### src/rtl/atm_hec_pkg.sv
package atm_hec_pkg;

   localparam int HDR_W  = 40;
   localparam int DATA_W = 32;
   localparam int HEC_W  = 8;
   localparam logic [HEC_W-1:0] GEN_POLY = 8'h07;

   typedef enum logic {
      MODE_CORRECT = 1'b0,
      MODE_DETECT  = 1'b1
   } hec_mode_e;

   typedef enum logic [1:0] {
      VERDICT_GOOD  = 2'd0,
      VERDICT_FIXED = 2'd1,
      VERDICT_DROP  = 2'd2
   } hec_verdict_e;

   // Bit-serial CRC-8 remainder of a 32-bit word, MSB first, zero start.
   function automatic logic [HEC_W-1:0] crc_of_word(input logic [DATA_W-1:0] w);
      logic [HEC_W-1:0] r;
      logic             fb;
      r = '0;
      for (int i = DATA_W - 1; i >= 0; i--) begin
         fb = r[HEC_W-1] ^ w[i];
         r  = {r[HEC_W-2:0], 1'b0};
         if (fb) r = r ^ GEN_POLY;
      end
      return r;
   endfunction

   // Syndrome produced by a lone flipped bit at header position pos.
   function automatic logic [HEC_W-1:0] lone_bit_syndrome(input int pos);
      logic [DATA_W-1:0] unit;
      if (pos < HEC_W) begin
         return HEC_W'(1) << pos;
      end
      unit = DATA_W'(1) << (pos - HEC_W);
      return crc_of_word(unit);
   endfunction

endpackage

### src/rtl/atm_hec_sync_fsm.sv
module atm_hec_sync_fsm
   import atm_hec_pkg::*;
#(
   parameter int BAD_LIMIT  = 7,
   parameter int GOOD_LIMIT = 6
) (
   input  logic         clk,
   input  logic         rst_n,
   input  logic         hdr_fire,
   input  logic         hdr_clean,
   input  logic         hdr_single,
   output hec_verdict_e verdict,
   output hec_mode_e    mode,
   output logic         los
);
   localparam int BAD_W  = $clog2(BAD_LIMIT + 1);
   localparam int GOOD_W = $clog2(GOOD_LIMIT + 1);
   localparam logic [BAD_W-1:0]  BAD_TRIP  = BAD_W'(BAD_LIMIT - 1);
   localparam logic [BAD_W-1:0]  BAD_CAP   = BAD_W'(BAD_LIMIT);
   localparam logic [GOOD_W-1:0] GOOD_TRIP = GOOD_W'(GOOD_LIMIT - 1);

   generate
      if (BAD_LIMIT < 2) begin : g_bad_limit_chk
         $error("BAD_LIMIT must be at least 2");
      end
      if (GOOD_LIMIT < 1) begin : g_good_limit_chk
         $error("GOOD_LIMIT must be at least 1");
      end
   endgenerate

   logic [BAD_W-1:0]  bad_run;
   logic [GOOD_W-1:0] good_run;

   always_comb begin
      if (hdr_clean)                             verdict = VERDICT_GOOD;
      else if (hdr_single && mode == MODE_CORRECT) verdict = VERDICT_FIXED;
      else                                       verdict = VERDICT_DROP;
   end

   always_ff @(posedge clk) begin
      if (!rst_n) begin
         mode     <= MODE_CORRECT;
         bad_run  <= '0;
         good_run <= '0;
         los      <= 1'b0;
      end else if (hdr_fire) begin
         if (hdr_clean) begin
            mode    <= MODE_CORRECT;
            bad_run <= '0;
            if (los) begin
               if (good_run >= GOOD_TRIP) begin
                  los      <= 1'b0;
                  good_run <= '0;
               end else begin
                  good_run <= good_run + 1'b1;
               end
            end else begin
               good_run <= '0;
            end
         end else begin
            mode     <= MODE_DETECT;
            good_run <= '0;
            if (bad_run != BAD_CAP) bad_run <= bad_run + 1'b1;
            if (!los && bad_run >= BAD_TRIP) los <= 1'b1;
         end
      end
   end

   AST_LOS_ENTRY: assert property (@(posedge clk) disable iff (!rst_n)
      $rose(los) |-> ($past(bad_run) == BAD_TRIP));

   AST_LOS_EXIT: assert property (@(posedge clk) disable iff (!rst_n)
      $fell(los) |-> $past(hdr_fire && hdr_clean));

   AST_MODE_BACK: assert property (@(posedge clk) disable iff (!rst_n)
      (hdr_fire && hdr_clean) |=> (mode == MODE_CORRECT));
endmodule

### config.mk
export PLATFORM = sky130hd
export DESIGN_NAME = atm_hec_sync_fsm
export DESIGN_NICKNAME = d
export VERILOG_FILES = /design/src/rtl/atm_hec_pkg.sv /design/src/rtl/atm_hec_sync_fsm.sv
export SDC_FILE = /design/constraint.sdc
export NUM_CORES = 1
export LEC_CHECK = 0
export BUFFER_PORTS_ARGS = -buffer_cell sky130_fd_sc_hd__buf_4
export CAP_MARGIN = 40
export CELL_PAD_IN_SITES_DETAIL_PLACEMENT = 1
export CELL_PAD_IN_SITES_GLOBAL_PLACEMENT = 2
export CORE_MARGIN = 2
export CORE_UTILIZATION = 30
export DETAILED_ROUTE_END_ITERATION = 10
export PLACE_DENSITY_LB_ADDON = 0.1
export SYNTH_ARGS = -nofsm -noshare
export SYNTH_HDL_FRONTEND = slang
export SYNTH_SLANG_ARGS = --single-unit
### constraint.sdc
create_clock -name clk -period 1.35 [get_ports clk]
set_input_delay 0.135 -clock clk [delete_from_list [all_inputs] [get_ports clk]]
set_output_delay 0.135 -clock clk [all_outputs]
set_load 0.02 [all_outputs]
=== Word level (Yosys, flattened, before mapping) ===
Cells that the tools add are included.

* Register bits after elaboration: 8
* Input bits: 5
* Output and inout port bits: 4
* Word-level logic and storage cells: 29

* Add/sub/neg operators: 2
* Magnitude comparators: 2
* Equality and inequality tests: 1
* Mux-type cells: 12
* Bitwise operators: 1
* Reduce and logical (&&, ||, !) cells: 7

{| class="wikitable"
|+ Operators by type and width
! cell !! number
|-
| 3-bit 2-to-1 mux || 5
|-
| 3-bit by 1-bit adder with 3-bit output (second input constant) || 2
|-
| 3-bit greater-or-equal comparator (second input constant) || 2
|-
| 1-bit 2-to-1 mux || 5
|-
| 2-bit 2-to-1 mux || 2
|-
| 2-bit AND reduction || 2
|-
| 2-bit nonzero test || 2
|-
| 3-bit != test (second input constant) || 1
|-
| 1-bit logical AND || 2
|-
| 1-bit zero test || 1
|-
| 1-bit NOT || 1
|}

=== Longest topological paths before layout ===
* Depth after elaboration: 4
* Depth in mapped cells: 5
* Depth with buffers taken out: 5

=== Least setup slack after synthesis ===
Ideal clock, no wire load.

* Path type: register to register
* From: register bad_run[0]
* To: register bad_run[0]
* Library setup time: 70 ps
* Arrival time: 1096 ps
* Data required time: 1280 ps
* Slack: 184 ps
* Stages on the path, launching flop included: 6
* Buffers on the path: 0
* Clock period less this slack: 1166 ps
* Path through: dfxtp_1 > ha_1 > ha_1 > nor3b_2 > nand2b_1 > a21oi_1

* Cells in the longest elaborated chain, start to end: 3
* Elaborated cells on any way between the ends: 6
* Those cells by class: 1 x add/sub; 1 x eq/ne; 2 x mux; 2 x reduce/logical

{| class="wikitable"
|+ RTL lines
! what !! RTL line !! source
|-
| start, declared || atm_hec_sync_fsm.sv:31 || <nowiki>logic [BAD_W-1:0] bad_run;</nowiki>
|-
| start signal, assigned || atm_hec_sync_fsm.sv:63 || <nowiki>if (bad_run != BAD_CAP) bad_run <= bad_run + 1'b1;</nowiki>
|-
| 3-bit by 1-bit adder with 3-bit output / 3-bit != test (equally long branches) || atm_hec_sync_fsm.sv:63 ||
|-
| 3-bit 2-to-1 mux / 2-bit nonzero test (equally long branches) || -- ||
|-
| 3-bit 2-to-1 mux / 2-bit AND reduction (equally long branches) || -- ||
|}

Several ways; a longest one is shown, not always the timed one. The select of a mux whose other input is x is not followed.
A chain may end at the register's enable or synchronous reset.

=== Worst setup path in the final report ===
Same ends and word-level chain as after synthesis.

==> impl_metrics.env <==
export IMPL_first_iter_violations=3
export IMPL_path_class="reg -> reg"
export IMPL_min_period_ps=1270
export IMPL_async_reset_ff_frac=0
export IMPL_status="finished, final reports clean"
export IMPL_place_congestion=0.699
export IMPL_fin_tns_setup_ps=0
export IMPL_clock_latency_ps=260
export IMPL_dp_worst_setup_slack_ps=47.0
export IMPL_diodes=0
export IMPL_cp_required_ps=1540
export IMPL_dieWidth_um=42.7
export IMPL_nets=68
export IMPL_crit_path_max_fanout=3
export IMPL_hold_path_class="in -> reg"
export IMPL_ant_nets=0
export IMPL_crit_path_max_incr_delay_ps=320
export IMPL_core_um2=1350
export IMPL_num_rows=13
export IMPL_finClkSkew_ps=11.2
export IMPL_drive_gt1_frac=0.281
export IMPL_crit_chain="ha_1 -> ha_2 -> nor3b_4 -> nand2b_1 -> a21oi_2"
export IMPL_ctsLongestPathBuffers=2
export IMPL_drc_errors=0
export IMPL_fmax_ghz=0.786
export IMPL_drt_pass1_iter_count=2
export IMPL_relSlewSlack=0.866
export IMPL_dominantRegCellSynth="dfxtp_1"
export IMPL_ys_seq_elements=8
export IMPL_setup_viol=0
export IMPL_cts_sinks=8
export IMPL_synth_edf_count=0
export IMPL_num_io_pins=9
export IMPL_ys_warn_count=0
export IMPL_cp_end_kind="flop"
export IMPL_via_per_inst=5.28
export IMPL_power_leakage_nw=0.227
export IMPL_dp_hpwl_um=767
export IMPL_max_vdd_ir_drop_mv=0.420
export IMPL_die_height_um=42.7
export IMPL_cts_root_buf="clkbuf_4"
export IMPL_grt_pass1_vias=377
export IMPL_overflow=0
export IMPL_routed_wl_um=995
export IMPL_syn2layout_area_growth_pct=20.6
export IMPL_worst_slew_pin_transition_ps=199
export IMPL_maxCapViolations=0
export IMPL_syn_cell_area_um2=449
export IMPL_critPathSlowestCell="dfxtp_1"
export IMPL_syn_num_nets=57
export IMPL_vias=380
export IMPL_netlist_cell_type_count=23
export IMPL_path_clk_slew_ps=60
export IMPL_hold_violations=0
export IMPL_io_buffers=8
export IMPL_worst_ep_arrival_time_ps=1460
export IMPL_yosysSeqAreaShare=0.357
export IMPL_cts_buffers=3
export IMPL_syn_inst=48
export IMPL_die_area_um2=1820
export IMPL_timing_hold_ws_ps=135
export IMPL_cts_tree="done"
export IMPL_power_density_nw_per_um2=905
export IMPL_slew_viol_final=0
export IMPL_layout_setup_ws_ps=77.4
export IMPL_grt_usage=0.138
export IMPL_grt_pass1_wl_um=1790
export IMPL_grt_max_degree=13
export IMPL_wl_per_cell_um=13.8
export IMPL_htree_num_levels=1
export IMPL_synth_area_per_cell_um2=9.36
export IMPL_antenna_found_initial=0
export IMPL_post_route_period_util=0.943
export IMPL_startpoint_type="flop"
export IMPL_initial_utilization=0.333
final timing paths:
kind              slack (ps)  cells past startpoint       start           to
setup / recovery          80                      5  bad_run[0]   bad_run[0]
hold / removal           130                      2       rst_n  good_run[2]
setup reg to reg          80                      5  bad_run[0]   bad_run[0]
hold reg to reg          520                      2        mode         mode
flip-flops by register name, indices dropped and copies added, names as in the netlist:
signal,count
mode,1
los,1
bad_run,3
good_run,3
logic make-up after synthesis:
logic type / share of synthesized area
AND/OR/NAND/NOR: 0.253
AO/OA/AOI/OAI: 0.203
flip-flops: 0.357
adder cells (fa/ha/maj): 0.111
buffers and inverters: 0.0752
where the power goes:
part / leakage (nW) / internal, W / total [W] / switching [W]
registers: 0.0654 / 0.000241 / 0.000245 / 0.00000374
clock network: 0.0138 / 0.000102 / 0.000185 / 0.0000834
logic: 0.148 / 0.0000275 / 0.0000602 / 0.0000327
total: 0.227 / 0.000370 / 0.000490 / 0.000120
per-layer routing:
layer / GRT usage / up-vias / wire length, µm
met1: 0.163 / 176 / 446
met2: 0.203 / 9 / 471
li1: - / 190 / -
met5: 0 / - / 0
met4: 0.0938 / 0 / 22
met3: 0.0511 / 5 / 53
timing repair:
item	in CTS	in global routing
gates resized for setup	0	5
endpoints found under the setup margin	0	4
setup buffers	0	0
hold buffers	0	0
per-stage QoR:
stage	power (W)	utilization	std cells	instance area, µm²
2_1_floorplan	0.000286	-	48	449
3_3_place_gp	0.000304	0.374	69	505
3_5_place_dp	0.000307	0.374	69	505
4_1_cts	0.000495	0.391	72	528
5_1_grt	0.000520	0.401	72	542
6_report	0.000490	0.401	72	542
critical path, delay by kind of cell, from the launching register on:
family / cells / cell delay (ps)
adders and majority gates: 2 / 420
DFF: 1 / 320
AOI/OAI and AO/OA: 1 / 130
and+or+nand+nor: 2 / 340
cell usage in the layout (no fill, tap or decap), types with 3 or more instances in the layout:
| master | synthesis | layout |
|---|---|---|
| a21bo_1 | 3 | 3 |
| buf_4 | 0 | 8 |
| inv_1 | 3 | 3 |
| ha_1 | 4 | 3 |
| clkbuf_4 | 0 | 3 |
| nand2_1 | 4 | 4 |
| dfxtp_1 | 8 | 7 |
| nor2_1 | 3 | 3 |
| a21oi_1 | 4 | 3 |
Yosys cell counts (2+ instances only):
cell type / count / area, µm²
dfxtp_1: 8 / 160
a21oi_1: 4 / 20.0
ha_1: 4 / 50.1
nand2_1: 4 / 15.0
a21bo_1: 3 / 30.0
inv_1: 3 / 11.3
nor2_1: 3 / 11.3
buf_6: 2 / 22.5
nand4_1: 2 / 12.5
o31ai_1: 2 / 15.0
cell type report:
| type | instances | area [µm²] |
|---|---|---|
| Timing Repair Buffer | 8 | 60.1 |
| Multi-Input combinational cell | 35 | 268 |
| Inverter | 3 | 11.3 |
| Clock buffer | 3 | 22.5 |
| Tap cell | 15 | 18.8 |
| Sequential cell | 8 | 161 |
| Fill cell | 169 | 808 |
No activity file was read; power rests on OpenSTA's default activity.
